===== src/rtl/tmr_pkg.sv =====
package tmr_pkg;
    typedef enum logic [1:0] {
        ST_IDLE     = 2'd0,
        ST_ONESHOT  = 2'd1,
        ST_PERIODIC = 2'd2
    } tmr_state_e;

    localparam int ARM_BIT  = 31;
    localparam int RPT_BIT  = 30;
    localparam int ACK_BIT  = 30;
    localparam int PEND_BIT = 30;
endpackage


===== src/rtl/tmr_decode.sv =====
module tmr_decode #(
    parameter int DATA_W = 32,
    parameter int ADDR_W = 3,
    parameter int CNT_W  = 29
) (
    input  logic              wr_en,
    input  logic [ADDR_W-1:0] addr,
    input  logic [DATA_W-1:0] wdata,
    input  logic              running,
    input  logic              per_q,
    input  logic [CNT_W-1:0]  load_q,
    input  logic [CNT_W-1:0]  count_q,
    input  logic              pend_q,
    output logic              val_wr,
    output logic              new_en,
    output logic              new_per,
    output logic [CNT_W-1:0]  new_load,
    output logic              ack_req,
    output logic [DATA_W-1:0] rdata
);
    import tmr_pkg::*;

    localparam logic [ADDR_W-1:0] VAL_OFS = ADDR_W'(0);
    localparam logic [ADDR_W-1:0] CTL_OFS = ADDR_W'(4);

    logic hit_val, hit_ctl;
    logic unused_wbits;

    assign hit_val = (addr == VAL_OFS);
    assign hit_ctl = (addr == CTL_OFS);

    assign val_wr   = wr_en && hit_val;
    assign new_en   = wdata[ARM_BIT];
    assign new_per  = wdata[RPT_BIT];
    assign new_load = wdata[CNT_W-1:0];
    assign ack_req  = wr_en && hit_ctl && wdata[ACK_BIT];

    assign unused_wbits = ^wdata[DATA_W-3:CNT_W];

    always_comb begin
        rdata = '0;
        if (hit_val) begin
            rdata[ARM_BIT]     = running;
            rdata[RPT_BIT]     = per_q;
            rdata[CNT_W-1:0]   = load_q;
        end else if (hit_ctl) begin
            rdata[PEND_BIT]    = pend_q;
            rdata[CNT_W-1:0]   = count_q;
        end
    end
endmodule


===== src/rtl/tmr_fsm.sv =====
module tmr_fsm #(
    parameter int CNT_W = 29
) (
    input  logic              clk,
    input  logic              rst_n,
    input  logic              tick,
    input  logic              val_wr,
    input  logic              new_en,
    input  logic              new_per,
    input  logic [CNT_W-1:0]  new_load,
    output logic [CNT_W-1:0]  count_q,
    output logic [CNT_W-1:0]  load_q,
    output logic              per_q,
    output logic              running,
    output logic              expire
);
    import tmr_pkg::*;

    tmr_state_e state_q, state_d;
    logic       at_zero;

    assign running = (state_q != ST_IDLE);
    assign at_zero = (count_q == '0);
    assign expire  = running && tick && at_zero && !val_wr;

    // next-state selection
    always_comb begin
        state_d = state_q;
        if (val_wr) begin
            if (!new_en)
                state_d = ST_IDLE;
            else if (new_per)
                state_d = ST_PERIODIC;
            else
                state_d = ST_ONESHOT;
        end else begin
            unique case (state_q)
                ST_IDLE:     state_d = ST_IDLE;
                ST_ONESHOT:  if (expire) state_d = ST_IDLE;
                ST_PERIODIC: state_d = ST_PERIODIC;
                default:     state_d = ST_IDLE;
            endcase
        end
    end

    // state register
    always_ff @(posedge clk or negedge rst_n) begin
        if (!rst_n)
            state_q <= ST_IDLE;
        else
            state_q <= state_d;
    end

    // datapath outputs: programmed count, mode and remaining count
    always_ff @(posedge clk or negedge rst_n) begin
        if (!rst_n) begin
            load_q  <= '0;
            per_q   <= 1'b0;
            count_q <= '0;
        end else if (val_wr) begin
            load_q  <= new_load;
            per_q   <= new_per;
            count_q <= new_load;
        end else if (expire) begin
            count_q <= load_q;
        end else if (running && tick) begin
            count_q <= count_q - 1'b1;
        end
    end
endmodule


===== src/rtl/tmr_irq.sv =====
module tmr_irq (
    input  logic clk,
    input  logic rst_n,
    input  logic expire,
    input  logic ack_req,
    output logic pend_q
);
    always_ff @(posedge clk or negedge rst_n) begin
        if (!rst_n)
            pend_q <= 1'b0;
        else if (expire)
            pend_q <= 1'b1;
        else if (ack_req)
            pend_q <= 1'b0;
    end
endmodule


===== src/rtl/tmr_channel.sv =====
module tmr_channel #(
    parameter int DATA_W = 32,
    parameter int ADDR_W = 3,
    parameter int CNT_W  = 29
) (
    input  logic              clk,
    input  logic              rst_n,
    input  logic              tick_1us,
    input  logic              wr_en,
    input  logic [ADDR_W-1:0] addr,
    input  logic [DATA_W-1:0] wdata,
    output logic [DATA_W-1:0] rdata,
    output logic              irq
);
    logic              val_wr, new_en, new_per, ack_req;
    logic [CNT_W-1:0]  new_load, count_q, load_q;
    logic              per_q, running, expire, pend_q;

    tmr_decode #(.DATA_W(DATA_W), .ADDR_W(ADDR_W), .CNT_W(CNT_W)) u_decode (
        .wr_en    (wr_en),
        .addr     (addr),
        .wdata    (wdata),
        .running  (running),
        .per_q    (per_q),
        .load_q   (load_q),
        .count_q  (count_q),
        .pend_q   (pend_q),
        .val_wr   (val_wr),
        .new_en   (new_en),
        .new_per  (new_per),
        .new_load (new_load),
        .ack_req  (ack_req),
        .rdata    (rdata)
    );

    tmr_fsm #(.CNT_W(CNT_W)) u_fsm (
        .clk      (clk),
        .rst_n    (rst_n),
        .tick     (tick_1us),
        .val_wr   (val_wr),
        .new_en   (new_en),
        .new_per  (new_per),
        .new_load (new_load),
        .count_q  (count_q),
        .load_q   (load_q),
        .per_q    (per_q),
        .running  (running),
        .expire   (expire)
    );

    tmr_irq u_irq (
        .clk     (clk),
        .rst_n   (rst_n),
        .expire  (expire),
        .ack_req (ack_req),
        .pend_q  (pend_q)
    );

    assign irq = pend_q;
endmodule


===== config.mk =====
export PLATFORM = sky130hd
export DESIGN_NAME = tmr_channel
export DESIGN_NICKNAME = d
export VERILOG_FILES = /design/src/rtl/tmr_pkg.sv /design/src/rtl/tmr_decode.sv /design/src/rtl/tmr_fsm.sv /design/src/rtl/tmr_irq.sv /design/src/rtl/tmr_channel.sv
export SDC_FILE = /design/constraint.sdc
export NUM_CORES = 1
export LEC_CHECK = 0
export BUFFER_PORTS_ARGS = -buffer_cell sky130_fd_sc_hd__buf_2
export CAP_MARGIN = 30
export CORE_UTILIZATION = 50
export DETAILED_ROUTE_END_ITERATION = 8
export PLACE_DENSITY = 0.76
export SLEW_MARGIN = 5
export SYNTH_ARGS = -nofsm -noshare
export SYNTH_HDL_FRONTEND = slang
export SYNTH_SLANG_ARGS = --single-unit

===== constraint.sdc =====
create_clock -name clk -period 2.2 [get_ports clk]
set_input_delay 0.11 -clock clk [delete_from_list [all_inputs] [get_ports clk]]
set_output_delay 0.11 -clock clk [all_outputs]
set_load 0.005 [all_outputs]

# == Word-level counts from Yosys, hierarchy flattened ==
# Cells that the tools add are included.
# word_totals
output_inout_bits,33
elab_cells,37
in_bits,39
reg_bits,62
# op_classes
reduce_logical,12
muxes,15
eq_ne,4
add_sub_neg,1
# op_table
operator,n
29-bit 2-to-1 mux,5
29-bit zero test,1
"29-bit by 1-bit subtractor with 29-bit output, second input constant",1
2-bit 2-to-1 mux,4
1-bit logical AND,6
1-bit 2-to-1 mux,5
2-bit case mux with 2 select lines,1
2-bit nonzero test,2
"3-bit == test, second input constant",1
3-bit zero test,1
"3-bit by 2-bit inequality test with 1-bit output, second input constant",1
3-bit nonzero test,1
"2-bit by 1-bit == test with 1-bit output, second input constant",1
"2-bit == test, second input constant",1
1-bit zero test,1

# == Longest topological paths before layout ==
# Gate-level depths: netlist of run 1.
# logic_depth
depth_word,7
mapped_depth,10
depth_no_buf,8

# == Hierarchy ==
# A second synthesis of run 1 with hierarchy kept.
# unflattened
hier_cells,489
hier_area_um2,4330.4
# by_module_without_submodules
mod,seq_area_each_um2,instances,area_each_um2,cells_per_inst
tmr_fsm,1526.5,1,3519.6,380
tmr_decode,0.0,1,774.5,106
tmr_irq,25.0,1,36.3,3

# == Worst setup path before layout of run 1 ==
# OpenSTA, ideal clock, no wires.
# synth_path
kind,flip-flop to flip-flop
startpoint,register u_fsm.count_q[21]
endpoint,register u_fsm.count_q[16]
stages_incl_launch_ff,8
arrival_time_ps,2352
required_ps,2074
period_less_slack_ps,2478
path_buffers,1
setup_time_ps,126
slack_ps,-278
cell_sequence,dfrtp_1 -> or4_4 -> or3_4 -> or4_4 -> buf_6 -> o21ai_1 -> a21oi_1 -> a221o_1
# synth_between
elab_chain_len,5
elab_cells_between_ends,6
classes_between,mux: 2; reduce/logical: 4
# synth_lines
element,line_no,source
start: declaration,tmr_fsm.sv:11,"output logic [CNT_W-1:0] count_q,"
start signal: assignment,tmr_fsm.sv:63,count_q <= new_load;
start signal: assignment,tmr_fsm.sv:65,count_q <= load_q;
start signal: assignment,tmr_fsm.sv:67,count_q <= count_q - 1'b1;
29-bit zero test (*),tmr_fsm.sv:23,assign at_zero = (count_q == '0);
1-bit logical AND (*) (2 in series),tmr_fsm.sv:24,assign expire = running && tick && at_zero && !val_wr;
29-bit 2-to-1 mux,tmr_fsm.sv:64,end else if (expire) begin
29-bit 2-to-1 mux,tmr_fsm.sv:60,end else if (val_wr) begin
# Mark *: on every way between the ends. The rest lies on a longest branch, timed or not.
# A chain may end at the register's enable or synchronous reset.

# == Worst setup path after layout of run 1 ==
# layout_path
startpoint,register u_fsm.count_q[23]
endpoint,register u_fsm.count_q[26]
# layout_between
elab_chain_len,5
elab_cells_between_ends,8
classes_between,add/sub: 1; mux: 3; reduce/logical: 4
# layout_lines
element
"parallel branches: the longest is 5 deep, another holds 29-bit by 1-bit subtractor with 29-bit output"
# Several ways; the timed one is not identified. The select of a mux whose other input is x is not followed.

==> results of run 1 <==
placed cells by master, fill, tap and decap left out, drive strengths merged, types with 13 or more instances in the layout:
| cell | count |
|---|---|
| dfrtp | 62 |
| a22o | 31 |
| o21ai | 24 |
| nand2 | 124 |
| clkbuf | 13 |
| nor3 | 21 |
| buf | 146 |
| nor2 | 21 |
| dlygate4sd3 | 30 |
| a21oi | 15 |
kinds of logic after synthesis:
| kind of cell | count (synthesis) |
|---|---|
| buffers and inverters | 37 |
| adder cells (fa/ha/maj) | 2 |
| XOR/XNOR | 17 |
| AO/OA/AOI/OAI | 114 |
| other | 1 |
| multiplexers | 1 |
| AND/OR/NAND/NOR | 213 |
| flip-flops | 62 |
layout make-up:
class                           instances  share of cell area [%]
Tap cell                               96                    2.31
Inverter                                4                   0.288
Timing Repair Buffer                  176                    23.9
Clock buffer                           13                    3.24
Sequential cell                        62                    29.8
Clock inverter                          1                  0.0961
Multi-Input combinational cell        348                    40.4
repair_timing:
item	in CTS	in global routing
hold endpoints to repair	63	0
buffers inserted	3	2
setup endpoints to repair	31	29
resized for setup	20	20
pin swaps	7	2
hold buffers	30	0
registers in the layout (all words and copies together) (netlist names):
| signal | cells |
|---|---|
| u_fsm.count_q | 29 |
| u_fsm.load_q | 29 |
| u_fsm.state_q | 2 |
| u_fsm.per_q | 1 |
| u_irq.pend_q | 1 |
per-layer routing:
| metal | part of all wire (%) | up-vias | track usage, % |
|---|---|---|---|
| li1 | - | 1907 | - |
| met1 | 42 | 1986 | 41.3 |
| met2 | 49 | 192 | 51.7 |
| met3 | 6.6 | 19 | 5.40 |
| met4 | 2.0 | 0 | 14.5 |
| met5 | 0 | - | 0 |
through the flow:
step / utilization [%] / setup TNS [ns] / instances
2_1_floorplan: - / -5.48 / 447
3_3_place_gp: 65.2 / -5.63 / 651
3_5_place_dp: 65.2 / -6.74 / 651
4_1_cts: 73.5 / -3.59 / 698
5_1_grt: 75.0 / -6.86 / 700
6_report: 75.0 / -4.88 / 700
worst min path at each step:
stage	startpoint	end	depth (start not counted)
3_3_place_gp	rst_n	u_fsm.load_q[5]$_DFFE_PN0P_	1
4_1_cts	wdata[28]	u_fsm.load_q[28]$_DFFE_PN0P_	3
3_5_place_dp	rst_n	u_fsm.load_q[5]$_DFFE_PN0P_	1
2_1_floorplan	rst_n	u_fsm.count_q[0]$_DFFE_PN0P_	0
5_1_grt	wdata[28]	u_fsm.load_q[28]$_DFFE_PN0P_	3
6_report	wdata[28]	u_fsm.load_q[28]$_DFFE_PN0P_	3
critical path, stage by stage, from the launching register on:
cell and delay, ns:
sky130_fd_sc_hd__dfrtp_1 0.38, sky130_fd_sc_hd__or4_4 0.55, sky130_fd_sc_hd__or3_4 0.36, sky130_fd_sc_hd__or4_4 0.55, sky130_fd_sc_hd__buf_4 0.19, sky130_fd_sc_hd__nor2_1 0.12, sky130_fd_sc_hd__a211o_1 0.12, sky130_fd_sc_hd__a21oi_1 0.06
power breakdown:
part	total (mW)	switching (mW)	internal, mW
clock network	0.924	0.437	0.488
registers	1.75	0.260	1.49
logic	2.14	1.07	1.06
total	4.81	1.77	3.04
==> results.txt, run 1 <==
The largest fanout of any net on the critical path was 10. The critical register-to-register path startpoint is u_fsm.count_q[23]$_DFFE_PN0P_. The run gives 52.6% as the starting utilization of the core area.

For the peak supply drop, the log shows 0.425 mV. The count of antenna-violating nets left after detailed routing was 0; the area of all placed cells without fillers was 5210 um2. Summing over every cut layer, the via total after detailed routing is 4104.

A synthesized cell averages 8.18 um2. TritonCTS built the clock tree. The run gives 488 as the post-synthesis net count. Measured in cells, the most critical reg-to-reg path has a length of 7. The required time of the critical path is 2.42 ns. The run gives 7660 um2 as the floorplan die area. The first global-routing pass estimated 18500 um of wire. The detailed router finished its first iteration with 300 violations. The count of buffers added on input and output ports is 69. Of the synthesized area, sequential elements account for 42.5%.

Before antenna repair, the detailed router went through 4 iterations. Clock sink count: 62. The count of inserted antenna diode cells was 0; the pre-CTS setup slack was -0.352 ns. The total overflow left after global routing is 0. For the number of global-route vias before repair, the log shows 3755. The most used flip-flop cell after synthesis is sky130_fd_sc_hd__dfrtp_1. STA puts the critical path data arrival time at 2.69 ns. The number of slew-limit violations in the final report came out at 0. The floorplan step set the die width to 87.5 um.

Mean routed wirelength per cell: 16.5 um. By area, the combinational part of the netlist is dominated by simple AND/OR/NAND/NOR gates. During I/O placement, the number of pins put on the boundary was 72. At the end of routability-driven placement, the weighted congestion stood at 0.879. Share of synthesized area spent on multiplexers: 0.274%.

The clock passes through at most 2 buffers. By count the netlist is led by sky130_fd_sc_hd__nand2_1 (124), sky130_fd_sc_hd__dfrtp_1 (62), sky130_fd_sc_hd__a22o_1 (31), sky130_fd_sc_hd__clkbuf_1 (24). The worst path uses 112% of the clock period.

In the synthesized netlist, the number of instances is 447. After detailed routing, the total wire length is 11600 um. Clock-pin slew was measured on the worst setup and hold paths at 0.06 ns. The worst setup path is captured at a flip-flop.

The synthesized design spends more area on one cell type than any other, namely sky130_fd_sc_hd__dfrtp_1. Summing the areas of all fa, ha and maj instances in the mapped netlist gives 0.685% of the synthesized area. Setup violations remaining at the end of the flow were counted as 28.

For the final database, setup skew stands at 0.00906 ns. For the slack of the worst reg-to-reg path, the log shows -0.27 ns. Post-layout worst setup margin: -0.271 ns.

The logs give 0.0232 ns for the worst hold-check slack and 43.0% for the relative slew slack. The complex-gate fraction of the synthesized area is 21.7%. The netlist uses 48 different library cells. Worst min-delay path class: primary input to flip-flop. Dividing total power by cell area gives a power density of 923 nW/um2. Relative to the synthesized area, the layout overhead comes to 42.5%. For the pin with the worst max-slew slack, the measured transition is 0.854 ns. For this run, the top clock speed supported by timing is 405 MHz. The post-synthesis instance area was 3650 um2; the clock latency of the later-clocked register in the worst-skew pair was 0.35 ns.

The design draws 4.81 mW. The tools report the count of endpoints failing hold in the final timing report as 0. By instance count, the leading cell after synthesis is sky130_fd_sc_hd__nand2_1. Timing endpoint of the critical path: u_fsm.count_q[26]$_DFFE_PN0P_. The tools report the area of the core region as 6940 um2. Largest net degree at the start of global routing: 57. The number of remaining DRC errors is 0, and the number of H-tree levels is 3. The area share of and/or/nand/nor cells after synthesis was 26.5%.

The checks that failed: negative setup slack. In this run the static leakage power is 2.52 nW. The vertical die dimension came out at 87.5 um. For this run, the number of Yosys warnings is 0.

The number of CTS-inserted buffers came out at 9. Total placed instance area: 4530 um2. In this run the critical register-to-register path is captured at u_fsm.count_q[26]$_DFFE_PN0P_. The flop and latch count out of synthesis was 62. Yosys mapped a number of flops with a built-in enable equal to 0. The synthesized netlist devotes 4.07% of its cell area to XOR and XNOR gates. The shortest period the worst path allows was 2.47 ns; the proportion of netlist area held by the largest area contributor was 42.5%. Cells with a size suffix above 1 make up 31.3% of the layout.

The type of the worst setup path was flip-flop to flip-flop. The run finished, with violations left. By area the synthesized netlist is led by sky130_fd_sc_hd__dfrtp_1 (42%), sky130_fd_sc_hd__nand2_1 (13%), sky130_fd_sc_hd__a22o_1 (7.4%), sky130_fd_sc_hd__nor3_1 (2.9%), sky130_fd_sc_hd__o21ai_0 (2.9%).

The net count of the finished layout is 642. Dividing the detail-routed via count by the number of cells gives 5.86. The multi-input combinational cells in the finished layout cover a total of 2100 um2. Number of filler cells placed in the layout: 488. Overall routing resource usage: 31.7%. The initial antenna violation count was 0. The root buffer cell chosen for the clock tree is sky130_fd_sc_hd__clkbuf_8. Setup repair after global routing could not meet its margin everywhere. The sum of net half-perimeters after detailed placement was 7490 um; the max-cap check violation count was 0.

In this run the core area contains 30 standard-cell rows. The kind of start point of the critical path was a flip-flop. Of all flip-flops after synthesis, the portion carrying an async set or reset was 100%. In this run the worst setup path begins at u_fsm.count_q[23]$_DFFE_PN0P_.

In the final layout, flip-flops and latches occupy 1550 um2.
Note: power is estimated with default switching activity, not from simulation.
==> run 2, diff against run 1 <==
--- a/config.mk
+++ b/config.mk
@@ -10,6 +10,7 @@
 export CORE_UTILIZATION = 50
 export DETAILED_ROUTE_END_ITERATION = 8
 export PLACE_DENSITY = 0.76
+export SKIP_CTS_REPAIR_TIMING = 1
 export SLEW_MARGIN = 5
 export SYNTH_ARGS = -nofsm -noshare
 export SYNTH_HDL_FRONTEND = slang
==> results.txt, run 2 (synthesized netlist as in run 1, its figures left out) <==
Clock-pin slew was measured on the worst setup and hold paths at 0.07 ns. Clock sink count: 62. The multi-input gate area in the final layout is 2080 um2. Clock tree synthesis selected as its root buffer the cell sky130_fd_sc_hd__clkbuf_8.

After legalization and detailed placement, the total HPWL measured 7490 um. Across the VDD grid, the largest voltage drop is 0.428 mV. Worst min-delay path class: primary input to flip-flop. The library cell used most frequently in the layout, excluding fill and tap cells, is sky130_fd_sc_hd__nand2_1. For the total vias in the final route, the log shows 4017.

The count of inserted antenna diode cells is 0. The total area inside the core boundary comes to 6940 um2. In the final layout, the registers with the most flip-flops are u_fsm.count_q: 29 flops, u_fsm.load_q: 29 flops, u_fsm.state_q: 2 flops. The run gives -0.0262 ns as the worst hold-check slack. For the number of slew-limit violations in the final report, the log shows 0. For the register area, the log shows 1550 um2. The tool flagged a number of max-cap violations equal to 0.

For this block, the initial DRC count from the detailed router was 275. In the global route stage, overall resource usage came out at 30.3%. The smallest clock period supported by the final layout is computed as 2.48 ns. The number of global-route vias before repair is 3586.

During placement, the flow inserted port buffers numbering 69. After detailed routing, the total wire length is 11300 um. The mean routed wirelength per cell works out to 16.5 um. In the layout the commonest cells are sky130_fd_sc_hd__nand2_1 (120), sky130_fd_sc_hd__buf_2 (69), sky130_fd_sc_hd__buf_4 (69). For the worst path arrival time, the log shows 2.71 ns.

The logs give 0 for the sum of overflow across all layers after global routing and 9 for the number of CTS-inserted buffers. The floorplan step defined a die boundary enclosing 7660 um2. In the routed design, unresolved DRC markers number 0. The floorplan row count is 30.

The clock network accounts for 19.5% of the total power. The relative area change from synthesis to final layout came out at 38.3%. Setup repair after global routing could not meet its margin everywhere. Once the floorplan was initialized, standard cells occupied 52.6% of the core.

In this run, flip-flops and latches consume 36.6% of the power. The die is 87.5 um wide. The finished layout holds 686 standard cells, fillers aside. The core occupancy in the finished layout is 72.8%.

No sink is reached through more buffers than the 2 on the longest clock path. Entering global routing, the biggest net connects 57 pins. Number of search-and-repair iterations in the first detailed-routing pass: 5. Of the total power, the share spent switching nets is 36.6%.

The final reports fail on negative hold slack, negative setup slack. The logs give 0 for the initial antenna violation count and 404 MHz for the highest achievable clock rate. In this run the remaining antenna-violating nets after routing total 0.

Of the total power, combinational logic draws 43.9%. The final weighted congestion of routability-driven global placement is 0.879. Vertical die dimension: 87.5 um.

Counting the fill cells in the layout gives 518. The post-layout worst setup margin was -0.278 ns; the part of the cycle the worst path needs was 113%. The tools report the total number of nets in the final design as 628. The clock reaches the later pin of the worst-skew pair after 0.35 ns. The boundary pin count came out at 72. STA classifies the critical path endpoint as a flip-flop.

At the worst endpoint, the required time is 2.43 ns. CTS built an H-tree with a depth of 3. The run gives 11 as the count of endpoints failing hold in the final timing report.

The run gives 3.02 mW as the cell-internal power. The power density over the cells is 941 nW/um2, and the share of final-layout standard cells stronger than drive strength 1 is 31.7%. TritonCTS built the clock tree. The setup-violating endpoint count in the final report was 28; the switching power was 1.74 mW. For the final database, setup skew stands at 0.00766 ns. After detailed routing, the number of vias per cell comes to 5.86. Of all nets on the critical path, the largest fanout is 14. STA classifies the critical path startpoint as a flip-flop.

The run gives 17700 um as the first-pass GRT wire length. The relative slew slack was 44.1%. Summed over all cells, the static leakage comes to 2.44 nW. For the pin with the worst max-slew slack, the measured transition is 0.839 ns.

Once placement completed, the tool counted placed cells totaling 651. The flow ran to the end, but the final reports show violations. The worst setup path is of the flip-flop to flip-flop kind.
-- run 2: cell types whose count changed in the layout (fill, tap and decap cells not counted), sizes merged --
cell         previous run  this run
dlygate4sd3            30        17
buf                   146       145
-- run 2: worst paths after layout --
check                      cells past startpoint  slack, ns                     startpoint                             to
max in group asynchronous                      3       1.05                          rst_n  u_fsm.count_q[12]$_DFFE_PN0P_
setup reg to reg                               6      -0.28  u_fsm.count_q[21]$_DFFE_PN0P_  u_fsm.count_q[14]$_DFFE_PN0P_
hold / removal                                 3      -0.03                      wdata[14]   u_fsm.load_q[14]$_DFFE_PN0P_
setup / recovery                               6      -0.28  u_fsm.count_q[21]$_DFFE_PN0P_  u_fsm.count_q[14]$_DFFE_PN0P_
min in group asynchronous                      2       0.40                          rst_n    u_fsm.load_q[6]$_DFFE_PN0P_
hold reg to reg                                2       0.48        u_fsm.per_q$_DFFE_PN0P_        u_fsm.per_q$_DFFE_PN0P_
-- run 2: power groups by stage --
stage / Clock [mW] / Sequential [mW] / Combinational, mW
floorplan: 0 / 1.80 / 0.963
global placement: 0 / 1.73 / 1.89
detailed placement: 0 / 1.74 / 1.94
CTS: 0.938 / 1.72 / 1.96
global route: 0.993 / 1.79 / 2.29
finish: 0.927 / 1.74 / 2.09
-- run 2: metal layers --
metal | GRT usage (%) | routed length [um] | up-vias
met4 | 12.1 | 253 | 0
met3 | 5.40 | 748 | 25
met5 | 0 | 0 | -
met1 | 39.8 | 4820 | 1925
met2 | 49.6 | 5490 | 194
li1 | - | - | 1873
-- run 2: layout make-up --
| class | instances | area share [%] |
|---|---|---|
| multi-input cells | 348 | 41.2 |
| clock buffers | 13 | 3.34 |
| repair buffers | 162 | 22.0 |
| flip-flops and latches | 62 | 30.7 |
| clock inverters | 1 | 0.0990 |
| inverters | 4 | 0.297 |
| well taps | 96 | 2.38 |
-- run 2: critical path, stage by stage, from the launching register on --
cell and delay (ns):
sky130_fd_sc_hd__dfrtp_1 0.39, sky130_fd_sc_hd__or4_4 0.54, sky130_fd_sc_hd__or3_4 0.36, sky130_fd_sc_hd__or4_4 0.56, sky130_fd_sc_hd__o21ai_1 0.20, sky130_fd_sc_hd__a21oi_1 0.06, sky130_fd_sc_hd__a221o_1 0.26
-- run 2: through the flow --
| step | setup TNS [ns] | cell area [um2] | hold slack [ns] | total power, mW | setup slack [ns] |
|---|---|---|---|---|---|
| 6_report | -5.06 | 5050 | -0.0262 | 4.76 | -0.278 |
| 2_1_floorplan | -5.48 | 3650 | -0.186 | 2.76 | -0.278 |
| 4_1_cts | -7.32 | 4700 | -0.111 | 4.62 | -0.372 |
| 5_1_grt | -6.95 | 5050 | 0.00161 | 5.06 | -0.367 |
| 3_5_place_dp | -6.74 | 4530 | 0.261 | 3.68 | -0.352 |
| 3_3_place_gp | -5.63 | 4530 | 0.245 | 3.62 | -0.288 |
